$ cat src/rtl/mps_pkg.sv
package mps_pkg;
   typedef enum logic [1:0] {
      CMD_READ   = 2'd0,
      CMD_RX_ON  = 2'd1,
      CMD_RX_OFF = 2'd2,
      CMD_FORCE  = 2'd3
   } mps_cmd_e;

   typedef enum logic {
      MODE_NOMINAL = 1'b0,
      MODE_FORCED  = 1'b1
   } mps_mode_e;

   localparam int unsigned PWR_W = 2;
   localparam logic [PWR_W-1:0] PWR_D0 = '0;
endpackage

$ cat src/rtl/mps_mode_ctrl.sv
module mps_mode_ctrl
   import mps_pkg::*;
(
   input  logic clk,
   input  logic rst_n,
   input  logic pci_rst_i,
   input  logic cmd_valid_i,
   input  logic [1:0] cmd_op_i,
   output logic forced_o,
   output logic rx_en_o,
   output logic enter_o,
   output logic abort_o,
   output logic flush_o
);
   mps_mode_e mode_q;
   mps_cmd_e  op;
   logic      rx_en_q;
   logic      pulse_q;

   assign op      = mps_cmd_e'(cmd_op_i);
   assign enter_o = cmd_valid_i && (op == CMD_FORCE) &&
                    (mode_q == MODE_NOMINAL) && !pci_rst_i;

   always_ff @(posedge clk or negedge rst_n) begin
      if (!rst_n) begin
         mode_q  <= MODE_NOMINAL;
         rx_en_q <= 1'b0;
         pulse_q <= 1'b0;
      end else if (pci_rst_i) begin
         mode_q  <= MODE_NOMINAL;
         rx_en_q <= 1'b0;
         pulse_q <= 1'b0;
      end else begin
         pulse_q <= enter_o;
         if (enter_o)
            mode_q <= MODE_FORCED;
         if (cmd_valid_i && op == CMD_RX_ON)
            rx_en_q <= 1'b1;
         else if (cmd_valid_i && op == CMD_RX_OFF)
            rx_en_q <= 1'b0;
      end
   end

   assign forced_o = (mode_q == MODE_FORCED);
   assign rx_en_o  = rx_en_q;
   assign abort_o  = pulse_q;
   assign flush_o  = pulse_q;
endmodule

$ cat src/rtl/mps_route.sv
module mps_route
   import mps_pkg::*;
#(
   parameter int unsigned NF = 4
) (
   input  logic clk,
   input  logic rst_n,
   input  logic [PWR_W-1:0] pwr_i,
   input  logic pkt_valid_i,
   input  logic pkt_mgmt_i,
   input  logic [NF-1:0] hit_i,
   input  logic [NF-1:0] mbit_i,
   input  logic rx_en_i,
   input  logic host_ret_i,
   input  logic discard_i,
   output logic fwd_o,
   output logic to_mgmt_o,
   output logic pme_o,
   output logic host_o
);
   logic low_pwr, direct, ret_fwd, set_pend, pme_d, host_d;
   logic pend_q, to_mgmt_q, pme_q, host_q;
   logic any_hit, mgmt_hit;

   assign low_pwr  = (pwr_i != PWR_D0);
   assign any_hit  = |hit_i;
   assign mgmt_hit = |(hit_i & mbit_i);

   assign direct   = pkt_valid_i && low_pwr && pkt_mgmt_i && rx_en_i;
   assign ret_fwd  = host_ret_i && pend_q && !discard_i;
   assign set_pend = pkt_valid_i && !low_pwr && pkt_mgmt_i && rx_en_i;
   assign host_d   = pkt_valid_i && !low_pwr;
   assign pme_d    = pkt_valid_i && low_pwr && !direct &&
                     (pkt_mgmt_i ? mgmt_hit : any_hit);
   assign fwd_o    = direct || ret_fwd;

   always_ff @(posedge clk or negedge rst_n) begin
      if (!rst_n) begin
         pend_q    <= 1'b0;
         to_mgmt_q <= 1'b0;
         pme_q     <= 1'b0;
         host_q    <= 1'b0;
      end else begin
         to_mgmt_q <= fwd_o;
         pme_q     <= pme_d;
         host_q    <= host_d;
         if (discard_i)
            pend_q <= 1'b0;
         else
            pend_q <= set_pend || (pend_q && !host_ret_i);
      end
   end

   assign to_mgmt_o = to_mgmt_q;
   assign pme_o     = pme_q;
   assign host_o    = host_q;
endmodule

$ cat src/rtl/mps_alert.sv
module mps_alert
   import mps_pkg::*;
(
   input  logic clk,
   input  logic rst_n,
   input  logic [PWR_W-1:0] pwr_i,
   input  logic link_i,
   input  logic read_i,
   output logic alert_n_o,
   output logic [PWR_W-1:0] stat_pwr_o,
   output logic stat_link_o
);
   logic [PWR_W-1:0] pwr_q, snap_pwr_q;
   logic link_q, snap_link_q, alert_q, changed;

   assign changed = (pwr_i != pwr_q) || (link_i != link_q);

   always_ff @(posedge clk or negedge rst_n) begin
      if (!rst_n) begin
         pwr_q       <= PWR_D0;
         link_q      <= 1'b0;
         alert_q     <= 1'b0;
         snap_pwr_q  <= PWR_D0;
         snap_link_q <= 1'b0;
      end else begin
         pwr_q  <= pwr_i;
         link_q <= link_i;
         if (changed)
            alert_q <= 1'b1;
         else if (read_i)
            alert_q <= 1'b0;
         if (read_i) begin
            snap_pwr_q  <= pwr_i;
            snap_link_q <= link_i;
         end
      end
   end

   assign alert_n_o   = ~alert_q;
   assign stat_pwr_o  = snap_pwr_q;
   assign stat_link_o = snap_link_q;
endmodule

$ cat src/rtl/mps_stat_ctr.sv
module mps_stat_ctr #(
   parameter int unsigned W   = 32,
   parameter bit          SAT = 1'b1
) (
   input  logic clk,
   input  logic rst_n,
   input  logic inc_i,
   output logic [W-1:0] cnt_o
);
   localparam logic [W-1:0] TOP = {W{1'b1}};
   logic [W-1:0] cnt_q, cnt_d;

   generate
      if (SAT) begin : g_sat
         assign cnt_d = (inc_i && cnt_q != TOP) ? cnt_q + 1'b1 : cnt_q;
      end else begin : g_wrap
         assign cnt_d = inc_i ? cnt_q + 1'b1 : cnt_q;
      end
   endgenerate

   always_ff @(posedge clk or negedge rst_n) begin
      if (!rst_n) cnt_q <= '0;
      else        cnt_q <= cnt_d;
   end

   assign cnt_o = cnt_q;
endmodule

$ cat src/rtl/mgmt_pkt_steer.sv
module mgmt_pkt_steer
   import mps_pkg::*;
#(
   parameter int unsigned NF      = 4,
   parameter int unsigned CNT_W   = 32,
   parameter bit          SAT_CNT = 1'b1
) (
   input  logic clk,
   input  logic rst_n,
   input  logic pci_rst_i,
   input  logic [1:0] pwr_state_i,
   input  logic link_up_i,
   input  logic cmd_valid_i,
   input  logic [1:0] cmd_op_i,
   input  logic pkt_valid_i,
   input  logic pkt_mgmt_i,
   input  logic [NF-1:0] filt_hit_i,
   input  logic [NF-1:0] filt_mgmt_i,
   input  logic host_ret_i,
   output logic to_mgmt_o,
   output logic pme_o,
   output logic host_o,
   output logic alert_n_o,
   output logic [1:0] stat_pwr_o,
   output logic stat_link_o,
   output logic [CNT_W-1:0] rx_cnt_o,
   output logic abort_o,
   output logic flush_o,
   output logic pci_acc_en_o
);
   generate
      if (NF < 1 || NF > 64) begin : g_bad_nf
         $error("mgmt_pkt_steer: NF out of range");
      end
      if (CNT_W < 2 || CNT_W > 64) begin : g_bad_cnt
         $error("mgmt_pkt_steer: CNT_W out of range");
      end
   endgenerate

   logic forced, rx_en, enter, fwd, discard, rd;

   assign rd      = cmd_valid_i && (mps_cmd_e'(cmd_op_i) == CMD_READ);
   assign discard = pci_rst_i || enter;

   mps_mode_ctrl u_mode (
      .clk(clk), .rst_n(rst_n), .pci_rst_i(pci_rst_i),
      .cmd_valid_i(cmd_valid_i), .cmd_op_i(cmd_op_i),
      .forced_o(forced), .rx_en_o(rx_en), .enter_o(enter),
      .abort_o(abort_o), .flush_o(flush_o)
   );

   mps_route #(.NF(NF)) u_route (
      .clk(clk), .rst_n(rst_n), .pwr_i(pwr_state_i),
      .pkt_valid_i(pkt_valid_i), .pkt_mgmt_i(pkt_mgmt_i),
      .hit_i(filt_hit_i), .mbit_i(filt_mgmt_i), .rx_en_i(rx_en),
      .host_ret_i(host_ret_i), .discard_i(discard), .fwd_o(fwd),
      .to_mgmt_o(to_mgmt_o), .pme_o(pme_o), .host_o(host_o)
   );

   mps_alert u_alert (
      .clk(clk), .rst_n(rst_n), .pwr_i(pwr_state_i), .link_i(link_up_i),
      .read_i(rd), .alert_n_o(alert_n_o), .stat_pwr_o(stat_pwr_o),
      .stat_link_o(stat_link_o)
   );

   mps_stat_ctr #(.W(CNT_W), .SAT(SAT_CNT)) u_cnt (
      .clk(clk), .rst_n(rst_n), .inc_i(fwd), .cnt_o(rx_cnt_o)
   );

   assign pci_acc_en_o = !forced;
endmodule

$ cat config.mk
export PLATFORM = sky130hd
export DESIGN_NAME = mgmt_pkt_steer
export DESIGN_NICKNAME = d
export VERILOG_FILES = /design/src/rtl/mps_pkg.sv /design/src/rtl/mps_mode_ctrl.sv /design/src/rtl/mps_route.sv /design/src/rtl/mps_alert.sv /design/src/rtl/mps_stat_ctr.sv /design/src/rtl/mgmt_pkt_steer.sv
export SDC_FILE = /design/constraint.sdc
export NUM_CORES = 1
export LEC_CHECK = 0
export BUFFER_PORTS_ARGS = -buffer_cell sky130_fd_sc_hd__buf_2
export CORE_MARGIN = 1
export CORE_UTILIZATION = 24
export CTS_CLUSTER_DIAMETER = 50
export CTS_CLUSTER_SIZE = 30
export DETAILED_ROUTE_END_ITERATION = 7
export PLACE_DENSITY = 0.46
export SLEW_MARGIN = 20
export SYNTH_ARGS = -nofsm -noshare
export SYNTH_HDL_FRONTEND = slang
export SYNTH_SLANG_ARGS = --single-unit
export TNS_END_PERCENT = 100
$ cat constraint.sdc
create_clock -name clk -period 2.4 [get_ports clk]
set_input_delay 0.36 -clock clk [delete_from_list [all_inputs] [get_ports clk]]
set_output_delay 0.36 -clock clk [all_outputs]
set_load 0.01 [all_outputs]
# --- Word level (Yosys, flattened, before mapping) ---
# Index checks and enable logic that the tools add are counted.
word_totals:
  register_bits: 46
  output_inout_bits: 42
classes:
  addsub: 1
  n_eq_ne: 6
  reduce_logical: 35
  n_bitwise: 3
  mux: 10
ops:
  columns: ["cell", "n"]
  rows:
  - ["32-bit by 1-bit adder with 32-bit output, second input constant", 1]
  - ["32-bit inequality test, second input constant", 1]
  - ["1-bit logical AND", 18]
  - ["1-bit 2-to-1 mux", 10]
  - ["4-bit OR reduction", 2]
  - ["1-bit logical NOT", 6]
  - ["2-bit nonzero test", 3]
  - ["4-bit AND", 1]
  - ["2-bit == test, second input constant", 2]
  - ["1-bit logical OR", 4]
  - ["3-bit nonzero test", 1]
  - ["2-bit by 1-bit == test with 1-bit output, second input constant", 1]
  - ["2-bit logical NOT", 1]
  - ["2-bit inequality test", 1]
  - ["1-bit NOT", 2]
  - ["1-bit inequality test", 1]

# --- Logic depth before layout (Yosys ltp) ---
depth:
  word_depth: 9
  depth_mapped: 7
  depth_no_buf: 6

# --- By module ---
# Synthesis repeated with hierarchy kept, for this count alone.
unflattened:
  hier_cells: 201
  hier_area_um2: 2237.1
modules_own_cells:
  columns: ["module", "cells_each", "area_each_um2", "seq_area_each_um2", "n_inst"]
  rows:
  - ["mps_stat_ctr", 151, 1624.1, 800.8, 1]
  - ["mps_alert", 15, 247.7, 175.2, 1]
  - ["mps_route", 19, 201.4, 100.1, 1]
  - ["mps_mode_ctrl", 13, 141.4, 75.1, 1]
  - ["mgmt_pkt_steer", 3, 22.5, 0.0, 1]

# --- Least setup slack after synthesis ---
# Ideal clock, no wire load.
synth_path:
  path_type: "reg2reg"
  startpoint: "register u_cnt.cnt_q[20], in the netlist u_cnt.cnt_o[20]"
  endpoint: "register u_cnt.cnt_q[18], in the netlist u_cnt.cnt_o[18]"
  setup_ns: 0.128
  path_stages_with_launch: 6
  path_buffers: 0
  arrival_time_ns: 1.753
  slack_ns: 0.519
  cell_sequence: "dfrtp_1 nand4_4 or4_1 o211a_1 and3_1 xor2_1"
synth_via:
  elab_chain_len: 2
synth_rtl:
  columns: ["item", "line", "rtl"]
  rows:
  - ["start: declaration", "mps_stat_ctr.sv:11", "logic [W-1:0] cnt_q, cnt_d;"]
  - ["start signal: assignment", "mps_stat_ctr.sv:23", "else cnt_q <= cnt_d;"]
  - ["32-bit inequality test", "mps_stat_ctr.sv:15", "assign cnt_d = (inc_i && cnt_q != TOP) ? cnt_q + 1'b1 : cnt_q;"]
  - ["1-bit logical AND", "mps_stat_ctr.sv:15", null]
# No other way between the ends.
# A chain may end at the register's enable or synchronous reset.

# --- Final worst setup path ---
layout_path:
  startpoint: "register u_cnt.cnt_q[21], in the netlist u_cnt.cnt_o[21]"
  endpoint: "register u_cnt.cnt_q[18], in the netlist u_cnt.cnt_o[18]"
# Same word-level chain as after synthesis.

==> impl_metrics.toml <==
[critical_path]
worstSetupPathType = "register to register"
ff2ff_path_depth = 5
crit_arrival_ns = 2.19
cpPeakStageDelay_ns = 0.55
endpoint_kind = "register"
cp_cell_sequence = "nand4_4, or4_1, o211a_1, and3_1, xor2_1"
cp_data_required_time_ns = 2.58
critical-path-slowest-cell = "or4_1"
startpoint_type = "register"
reg2reg_from = "u_cnt.cnt_o[21]$_DFFE_PN0P_"
rr_endpoint = "u_cnt.cnt_o[18]$_DFFE_PN0P_"
critPathMaxFanout = 9
rrSetupSlack_ns = 0.39

[sta]
finalCriticalPeriod_ns = 2.012
hold_viol_final = 0
worstMarginPinSlew_ns = 0.5961
setup_viol = 0
max_freq_mhz = 497.1
timing.final.ws_setup_ns = 0.3883
finalSetupTns_ns = 0
rsz0062_at_grt = "false"
slew_headroom = 0.6026
timing.final.crit_share = 0.8382
slew_viol_final = 0
skew_ns = 0.005526

[floorplan]
fp.dieH_microns = 96.53
rows = 34
die_width_microns = 96.53
die-area_sq_mm = 0.009318
core_sq_mm = 0.008678
initial_core_util = 0.2471
ioPinCount = 62

[routing]
initialDrtViolationCount = 43
num_vias = 1617
dr_wl_met2_mm = 2.195
wl_met1_mm = 2.309
routed.top_layer = "met4"
drc = 0
antenna_left = 0
wl_met3_microns = 248
dr.pass1.iters = 4
via_per_inst = 4.455
wirelength_mm = 4.818
wl_per_cell_microns = 13.27

[placement]
dp_cells = 355
portBuffers = 61
dp_hpwl_mm = 3.588
gp_congestion = 0.7144
place_ws_ns = 0.3747

[yosys]
yosysWarnings = 0
synth_fp_nets = 209
syn_inst = 188
ys_seq_area_frac = 0.5368
syn_area_sq_mm = 0.002145
synth_top_flop_cell = "dfrtp_1"
synth-seq-cells = 46
ys_types = 41
avgSynthCellArea_sq_um = 11.41
async_flop_share = 1.000
synth_edf_count = 0

[final_layout]
drive_above_1_share = 0.3294
antenna_cells = 0
final_cell_mix = "buf_2 (61), dfrtp_1 (46), xnor2_1 (17)"
layout.nets = 275
layout.cells.most_common = "buf_2"
largest_reg_flops = 32
final_util = 0.3090
syn_to_final_growth_pct = 25.03
final_cells = 363

[grt]
grt_usage = 0.1159
grt_pass1_vias = 1637
grt.overflow.total = 0
grt_max_degree = 47
antenna_found_initial = 0
grt_pass1_wl_mm = 8.183

[clock_tree]
clk_latency_ns = 0.29
root_buffer = "clkbuf_8"
cts_tree = "yes"
holdBufCountCts = 0
post_cts_buffers = 0
post_cts_resized = 0
ctsHtreeMaxLevel = 2
clock_sinks = 46
cts-buffers-inserted = 5
clk_path_buf_depth = 2
cts.clk_slew.worst_paths_ns = 0.09

[power]
power.density_mw_per_mm2 = 585.4
ir_drop_uv = 201.0
p_sw_mw = 0.3769
pwr-share-clk = 0.365
leakage_nw = 1.394
power_frac_comb = 0.096
p_int_mw = 1.193
p_seq_frac = 0.539
switching_share = 0.2401

[status]
status = "finished clean"

[worst_hold_path]
hp-class = "input pin to async pin"

[flow_run]
drv_cap = 0
per-stage QoR:
stage | instance area (sq um) | hold WS (ns) | power [mW]
2_1_floorplan | 2145 | 0.06441 | 0.9279
3_3_place_gp | 2575 | 0.4743 | 1.014
3_5_place_dp | 2575 | 0.4757 | 1.017
4_1_cts | 2681 | 0.1735 | 1.604
5_1_grt | 2681 | 0.1907 | 1.648
6_report | 2681 | 0.1349 | 1.570
layout make-up:
type	instances	area (sq um)
inverters	8	30.03
well taps	108	135.1
multi-input cells	131	945.9
clock inverters	1	30.03
repair buffers	62	312.8
clock buffers	7	76.32
fillers	938	5997
flip-flops and latches	46	1151
logic make-up after synthesis:
family	Yosys count	share of synthesized area
flops	46	0.5368
buf+inv	11	0.02217
simple gates	80	0.2345
fa+ha+maj	1	0.005833
xor+xnor	33	0.1348
mux	3	0.01575
compound gates	14	0.05018
Yosys cell counts, drive strengths merged, types with 4 or more instances:
master  instances  area, sq um
dfrtp          46         1151
nand3          17        90.09
xnor2          17        148.9
xor2           16        140.1
nand2          12        45.04
nor2           12        45.04
nand4           9        77.57
inv             8        30.03
nor3            7        35.03
nor4            7        83.83
and3            4        25.02
per-layer routing:
metal | global-route usage | vias to the layer above
met5 | 0 | -
met4 | 0.03676 | 0
met3 | 0.02973 | 6
met2 | 0.1849 | 33
met1 | 0.1530 | 787
li1 | - | 791
worst max-delay path by stage:
stage          slack [ns]                     endpoint                        start
2_1_floorplan        0.52  u_cnt.cnt_o[18]$_DFFE_PN0P_  u_cnt.cnt_o[20]$_DFFE_PN0P_
3_3_place_gp         0.39  u_cnt.cnt_o[29]$_DFFE_PN0P_   u_cnt.cnt_o[8]$_DFFE_PN0P_
3_5_place_dp         0.37  u_cnt.cnt_o[18]$_DFFE_PN0P_  u_cnt.cnt_o[21]$_DFFE_PN0P_
6_report             0.39  u_cnt.cnt_o[18]$_DFFE_PN0P_  u_cnt.cnt_o[21]$_DFFE_PN0P_
5_1_grt              0.25  u_cnt.cnt_o[30]$_DFFE_PN0P_   u_cnt.cnt_o[0]$_DFFE_PN0P_
4_1_cts              0.36  u_cnt.cnt_o[16]$_DFFE_PN0P_  u_cnt.cnt_o[21]$_DFFE_PN0P_
power by group through the flow:
stage,Clock [mW],Sequential [mW],Combinational (mW)
2_1_floorplan,0,0.872,0.0557
3_3_place_gp,0,0.857,0.157
3_5_place_dp,0,0.862,0.155
4_1_cts,0.602,0.847,0.155
5_1_grt,0.619,0.854,0.175
6_report,0.574,0.846,0.150
critical path, delay by kind of cell (launching register included):
kind             cells  cell delay, ns
flip-flops           1            0.50
AND/OR/NAND/NOR      3            0.99
AO/OA/AOI/OAI        1            0.28
XOR/XNOR             1            0.13
(Power assumes the default switching activity.)
